File: config.mk
export PLATFORM = sky130hd
export DESIGN_NAME = utlb_cache
export DESIGN_NICKNAME = d
export VERILOG_FILES = /design/src/rtl/utlb_pkg.sv /design/src/rtl/utlb_match.sv /design/src/rtl/utlb_victim.sv /design/src/rtl/utlb_cache.sv
export SDC_FILE = /design/constraint.sdc
export NUM_CORES = 1
export LEC_CHECK = 0
export BUFFER_PORTS_ARGS = -buffer_cell sky130_fd_sc_hd__buf_2
export CAP_MARGIN = 30
export CORE_ASPECT_RATIO = 1.5
export CORE_UTILIZATION = 55
export DETAILED_ROUTE_END_ITERATION = 8
export GPL_TIMING_DRIVEN = 0
export PLACE_DENSITY = 0.76
export SYNTH_ARGS = -nofsm -noshare
export SYNTH_HDL_FRONTEND = slang
export SYNTH_SLANG_ARGS = --single-unit
File: constraint.sdc
create_clock -name clk -period 5.3 [get_ports clk]
set_input_delay 0.53 -clock clk [delete_from_list [all_inputs] [get_ports clk]]
set_output_delay 0.53 -clock clk [all_outputs]
set_load 0.02 [all_outputs]
File: src/rtl/utlb_pkg.sv
package utlb_pkg;
   // Refill sequencer states
   typedef enum logic [1:0] {
      FS_IDLE = 2'd0,  // no refill outstanding
      FS_WAIT = 2'd1,  // refill outstanding, response will be installed
      FS_DROP = 2'd2   // refill outstanding, response will be discarded
   } fill_state_e;
endpackage

File: src/rtl/utlb_match.sv
module utlb_match #(
   parameter int ENTRIES = 8,
   parameter int VPN_W   = 20,
   parameter int PPN_W   = 20,
   parameter int ASID_W  = 8
) (
   input  logic [ENTRIES-1:0]             valid,
   input  logic [ENTRIES-1:0]             glob,
   input  logic [ENTRIES-1:0][VPN_W-1:0]  vpn,
   input  logic [ENTRIES-1:0][ASID_W-1:0] asid,
   input  logic [ENTRIES-1:0][PPN_W-1:0]  ppn,
   input  logic [VPN_W-1:0]               key_vpn,
   input  logic [ASID_W-1:0]              key_asid,
   output logic [ENTRIES-1:0]             hit_vec,
   output logic [PPN_W-1:0]               hit_ppn
);
   for (genvar i = 0; i < ENTRIES; i++) begin : g_cmp
      logic vpn_eq, asid_ok;
      assign vpn_eq     = (vpn[i] == key_vpn);
      assign asid_ok    = glob[i] | (asid[i] == key_asid);
      assign hit_vec[i] = valid[i] & vpn_eq & asid_ok;
   end

   always_comb begin
      hit_ppn = '0;
      for (int i = 0; i < ENTRIES; i++)
         if (hit_vec[i]) hit_ppn = hit_ppn | ppn[i];
   end
endmodule

File: src/rtl/utlb_victim.sv
module utlb_victim #(
   parameter int ENTRIES = 8
) (
   input  logic               clk,
   input  logic               rst_n,
   input  logic [ENTRIES-1:0] valid,
   input  logic               advance,
   output logic [ENTRIES-1:0] sel
);
   localparam int PTR_W = $clog2(ENTRIES);
   localparam logic [PTR_W-1:0] LAST = PTR_W'(ENTRIES - 1);

   logic [PTR_W-1:0]   ptr_q;
   logic [ENTRIES-1:0] free_sel;
   logic               any_free;

   always_comb begin
      free_sel = '0;
      any_free = 1'b0;
      for (int i = 0; i < ENTRIES; i++) begin
         if (!valid[i] && !any_free) begin
            free_sel[i] = 1'b1;
            any_free    = 1'b1;
         end
      end
   end

   always_comb begin
      if (any_free) sel = free_sel;
      else          sel = ENTRIES'(1) << ptr_q;
   end

   always_ff @(posedge clk) begin
      if (!rst_n)       ptr_q <= '0;
      else if (advance) ptr_q <= (ptr_q == LAST) ? '0 : ptr_q + 1'b1;
   end

   // an empty slot is always preferred over a valid one
   p_victim_free_r4: assert property (@(posedge clk) disable iff (!rst_n)
      (~&valid) |-> ((sel & valid) == '0));
   // exactly one slot is chosen
   p_victim_onehot_r5: assert property (@(posedge clk) disable iff (!rst_n)
      $onehot(sel));
   // the pointer moves only when the table is full
   p_ptr_only_full_r5: assert property (@(posedge clk) disable iff (!rst_n)
      (~&valid) |=> $stable(ptr_q));
endmodule

File: src/rtl/utlb_cache.sv
module utlb_cache
   import utlb_pkg::*;
#(
   parameter int ENTRIES = 8,
   parameter int VPN_W   = 20,
   parameter int PPN_W   = 20,
   parameter int ASID_W  = 8
) (
   input  logic              clk,
   input  logic              rst_n,
   input  logic              flush_all,
   input  logic              lk_valid,
   input  logic [VPN_W-1:0]  lk_vpn,
   input  logic [ASID_W-1:0] lk_asid,
   output logic              lk_hit,
   output logic [PPN_W-1:0]  lk_ppn,
   output logic              rf_req,
   output logic [VPN_W-1:0]  rf_vpn,
   output logic [ASID_W-1:0] rf_asid,
   input  logic              rf_valid,
   input  logic [PPN_W-1:0]  rf_ppn,
   input  logic              rf_global
);
   if (ENTRIES < 2) begin : g_bad_entries
      $error("utlb_cache: ENTRIES must be at least 2");
   end
   if (VPN_W < 1 || PPN_W < 1 || ASID_W < 1) begin : g_bad_width
      $error("utlb_cache: field widths must be positive");
   end

   logic [ENTRIES-1:0]             valid_q, glob_q;
   logic [ENTRIES-1:0][VPN_W-1:0]  vpn_q;
   logic [ENTRIES-1:0][ASID_W-1:0] asid_q;
   logic [ENTRIES-1:0][PPN_W-1:0]  ppn_q;
   logic [ENTRIES-1:0]             hit_vec, victim;
   logic [PPN_W-1:0]               hit_ppn;
   fill_state_e                    state_q;
   logic                           install, table_full;

   utlb_match #(.ENTRIES(ENTRIES), .VPN_W(VPN_W), .PPN_W(PPN_W), .ASID_W(ASID_W)) u_match (
      .valid(valid_q), .glob(glob_q), .vpn(vpn_q), .asid(asid_q), .ppn(ppn_q),
      .key_vpn(lk_vpn), .key_asid(lk_asid), .hit_vec(hit_vec), .hit_ppn(hit_ppn)
   );

   assign table_full = &valid_q;
   assign install    = (state_q == FS_WAIT) && rf_valid && !flush_all;

   utlb_victim #(.ENTRIES(ENTRIES)) u_victim (
      .clk(clk), .rst_n(rst_n), .valid(valid_q),
      .advance(install && table_full), .sel(victim)
   );

   assign lk_hit = lk_valid && (|hit_vec);
   assign lk_ppn = lk_hit ? hit_ppn : '0;
   assign rf_req = (state_q != FS_IDLE);

   // Refill sequencer
   always_ff @(posedge clk) begin
      if (!rst_n) begin
         state_q <= FS_IDLE;
         rf_vpn  <= '0;
         rf_asid <= '0;
      end else begin
         unique case (state_q)
            FS_IDLE: if (lk_valid && !(|hit_vec)) begin
               state_q <= FS_WAIT;
               rf_vpn  <= lk_vpn;
               rf_asid <= lk_asid;
            end
            FS_WAIT: if (rf_valid)       state_q <= FS_IDLE;
                     else if (flush_all) state_q <= FS_DROP;
            FS_DROP: if (rf_valid)       state_q <= FS_IDLE;
            default:                     state_q <= FS_IDLE;
         endcase
      end
   end

   // Entry storage
   for (genvar i = 0; i < ENTRIES; i++) begin : g_ent
      always_ff @(posedge clk) begin
         if (!rst_n) begin
            valid_q[i] <= 1'b0;
         end else if (flush_all) begin
            valid_q[i] <= 1'b0;
         end else if (install && victim[i]) begin
            valid_q[i] <= 1'b1;
         end
      end
      always_ff @(posedge clk) begin
         if (install && victim[i]) begin
            vpn_q[i]  <= rf_vpn;
            asid_q[i] <= rf_asid;
            ppn_q[i]  <= rf_ppn;
            glob_q[i] <= rf_global;
         end
      end
   end

   // request and its key stay put until answered
   p_req_hold_r2: assert property (@(posedge clk) disable iff (!rst_n)
      (rf_req && !rf_valid) |=> (rf_req && $stable(rf_vpn) && $stable(rf_asid)));
   // an accepted response leaves at least one valid entry
   p_install_r3: assert property (@(posedge clk) disable iff (!rst_n)
      (state_q == FS_WAIT && rf_valid && !flush_all) |=> (|valid_q));
   // no entry loses its valid bit without a flush
   p_retain_r6: assert property (@(posedge clk) disable iff (!rst_n)
      !flush_all |=> ((valid_q & $past(valid_q)) == $past(valid_q)));
   // a flush empties the table
   p_flush_clears_r7: assert property (@(posedge clk) disable iff (!rst_n)
      flush_all |=> (valid_q == '0));
   // a discarded response changes no entry
   p_drop_r8: assert property (@(posedge clk) disable iff (!rst_n)
      (state_q == FS_DROP && rf_valid && !flush_all) |=> $stable(valid_q));
   // request falls after the response
   p_req_fall_r9: assert property (@(posedge clk) disable iff (!rst_n)
      (rf_req && rf_valid) |=> !rf_req);
endmodule

==> flow_summary.yaml <==
run_status:
  outcome: "finished clean"
layout:
  layout.cells.non_filler: 1618
  fillers: 2125
  area_growth_pct: 13.9
  seq_area_um2: 12600
  drive_gt1_share_pct: 15.9
  multi_input_area_um2: 4250
  nets: 1247
route:
  drc_errors: 0
  drt_iter0_markers: 1037
  dr.pass1.iters: 6
  ant_nets: 0
  routed_wl_mm: 41.4
  dr_total_vias: 9760
  avgViaCountPerCell: 6.03
  routedWlPerCell_um: 25.6
floorplan:
  die_y_um: 218
  coreArea_um2: 30400
  die_w_um: 146
  rows: 78
  start_util_pct: 56.4
  io_pins: 104
  dieArea_um2: 31900
setup_path:
  cp.arrival_ns: 4.23
  path_buf_inv: 3
  critPathMaxStageDelay_ns: 0.66
  path_max_fanout: 10
  required_ns: 4.77
  cp_common_cell: "buf_2"
  worstPathCellList: "xor2_1, nor4_1, nand4_1, nor3_1, buf_2, clkbuf_1, a22oi_1, a31oi_1, buf_2"
  slowest_stage: "nor4_1"
  cp_top_family: "simple AND/OR/NAND/NOR gates"
  worstSetupEndpointType: "primary output"
  critPathLaunchType: "flop"
  crit_type: "reg -> out"
yosys:
  synth_xor_area_share_pct: 11.4
  synth_edf_count: 392
  ys_warn_count: 0
  synth_fp_nets: 1120
  syn_area_um2: 17200
  synth_top_family_by_area: "XOR/XNOR gates"
  synth-compound-area-share_pct: 5.75
  ys.flop_type: "edfxtp_1"
  synthSimpleGateAreaFrac_pct: 5.12
  ys_seq_elements: 433
  synthAdderAreaFrac_pct: 0.437
  synthCells: 1060
  async_flop_share_pct: 0
  synthMuxAreaShare_pct: 1.63
  synthDistinctLibCells: 42
  ys_seq_area_share_pct: 73.4
  synth.avg_cell_area_um2: 16.2
grt:
  track_usage_pct: 26.3
  gr-total-overflow: 0
  grt_pass1_wl_mm: 60.9
  grt_pass1_vias: 10026
  antenna_found_initial: 3
  grt_max_degree: 31
min_path:
  hp-class: "in -> reg"
cts:
  cts-buffers-inserted: 38
  clkSinkCount: 433
  clk_path_buf_depth: 3
  clk_latency_ns: 0.54
  cts_root_buf: "clkbuf_16"
  htreeDepth: 2
  cts_hold_buf: 0
  postCtsSetupBuffers: 0
  cts_tree: "done"
  cts_resized: 0
  path_clk_slew_ns: 0.07
timing:
  rsz0062_at_grt: "no"
  setup-violations-final: 0
  fin_skew_ns: 0.0205
  slew_headroom_pct: 33.4
  fin_crit_ns: 4.76
  hold-worst-slack_ns: 0.244
  hold_viol_final: 0
  tightest_slew_ns: 0.997
  max_freq_mhz: 210
  min_period_over_period_pct: 89.7
  final-max-slew-violation-count: 0
pwr:
  power.density_nw_per_um2: 344
  p_leak_nw: 6.77
  pwr-share-clk_pct: 39.2
  pwr-share-comb_pct: 4.1
  seq_power_share_pct: 56.7
  p_int_w: 0.00528
  peakVddDrop_uv: 383
  swShare_pct: 21.4
  switchingPower_w: 0.00144
placement:
  dp.cells: 1547
  dpl.hpwl_mm: 26.9
  placement.io_buffers: 74
  gp_congestion: 0.807
flow_run:
  max-cap-violations: 0
## layer usage
metal / part of all wire, % / global-route usage (%) / up-vias
li1: - / - / 4265
met1: 36 / 29.7 / 4891
met2: 52 / 47.3 / 466
met3: 6.4 / 3.95 / 134
met4: 5.5 / 14.9 / 4
met5: 0.068 / 0 / -
## registers in the layout (all words and copies together), names as in the netlist
name and count:
ppn_q 160, vpn_q 160, asid_q 64, rf_vpn 20
glob_q 8, rf_asid 8, valid_q 8, u_victim.ptr_q 3
state_q 2
## cell families (layout without fill, tap and decap cells)
| kind of cell | Yosys count | count (layout) |
|---|---|---|
| fa+ha+maj | 6 | 6 |
| simple gates | 171 | 171 |
| buf+inv | 67 | 224 |
| flops | 433 | 433 |
| xor+xnor | 224 | 224 |
| mux | 28 | 28 |
| other cells | 0 | 1 |
| compound gates | 131 | 131 |
## synth_stat cells, types with 10 or more instances
library cell | count | area [um^2]
edfxtp_1 | 392 | 11800
xor2_1 | 212 | 1860
nand2_1 | 65 | 244
nor4_1 | 48 | 300
dfxtp_1 | 41 | 821
a22oi_1 | 40 | 300
buf_4 | 29 | 218
mux2i_1 | 28 | 280
a31oi_1 | 21 | 131
a221oi_1 | 20 | 175
a22o_1 | 20 | 175
nor3_1 | 18 | 90.1
clkbuf_1 | 16 | 60.1
a21oi_1 | 12 | 60.1
xnor2_1 | 12 | 105
inv_1 | 10 | 37.5
nand3_1 | 10 | 50.1
nand4_1 | 10 | 62.6
## placed cells by master (no fill, tap or decap), drive strengths merged, types with 6 or more instances in the layout
cell / count
buf: 128
clkbuf: 61
xor2: 212
nand2: 65
ha: 6
a21oi: 14
mux2i: 28
a221oi: 20
nor4: 49
clkinv: 19
xnor2: 12
nor3: 18
edfxtp: 392
a22o: 20
nor2: 9
o21a: 7
dfxtp: 41
a22oi: 40
nand4: 10
nand3: 10
a31oi: 21
inv: 12
## path summary, 6_finish.rpt
check | startpoint | slack [ns] | cells past startpoint | endpoint
worst min-delay path | rf_ppn[14] | 0.24 | 1 | ppn_q[114]$_DFFE_PP_
worst max register to register | valid_q[0]$_SDFFE_PP0P_ | 2.36 | 7 | asid_q[4]$_DFFE_PP_
worst max-delay path | vpn_q[115]$_DFFE_PP_ | 0.54 | 9 | lk_ppn[18]
worst min register to register | valid_q[3]$_SDFFE_PP0P_ | 0.54 | 1 | valid_q[3]$_SDFFE_PP0P_
## stage by stage
| stage | total power [W] | setup TNS (ns) | instance area, um^2 | setup slack [ns] | utilization (%) |
|---|---|---|---|---|---|
| finish | 0.00672 | 0 | 19600 | 0.545 | 64.2 |
| global route | 0.00687 | 0 | 19600 | 0.482 | 64.2 |
| CTS | 0.00673 | 0 | 19500 | 0.630 | 64.2 |
| detailed placement | 0.00416 | 0 | 18400 | 0.851 | 60.4 |
| global placement | 0.00415 | -253.67 | 18000 | -2.77 | 59.2 |
| floorplan | 0.00403 | 0 | 17200 | 0.217 | - |
## worst reg2reg max path, cell delays in order (launching register included)
cell and delay (ns):
dfxtp_1 0.46, and4_1 0.31, nand3_1 0.23, nor3_1 0.42
nand2_1 0.19, a21oi_4 0.55, buf_12 0.28, buf_16 0.21
## power by group through the flow
stage	registers, W	logic [W]	clock network (W)
after floorplan	0.00387	0.000157	0
after global placement	0.00388	0.000265	0
after detailed placement	0.00388	0.000275	0
after CTS	0.00381	0.000277	0.00264
after global routing	0.00381	0.000295	0.00277
final	0.00381	0.000275	0.00263
## cell type report
type	instances	area share (%)
inverter	10	0.192
sequential	433	64.4
clock inverter	25	0.973
buffer	57	1.79
timing repair buffer	87	3.30
multi-input combinational	560	21.8
clock buffer	45	5.00
tap	400	2.56
antenna	1	0.0128
Power figures use the tool's default switching activity.
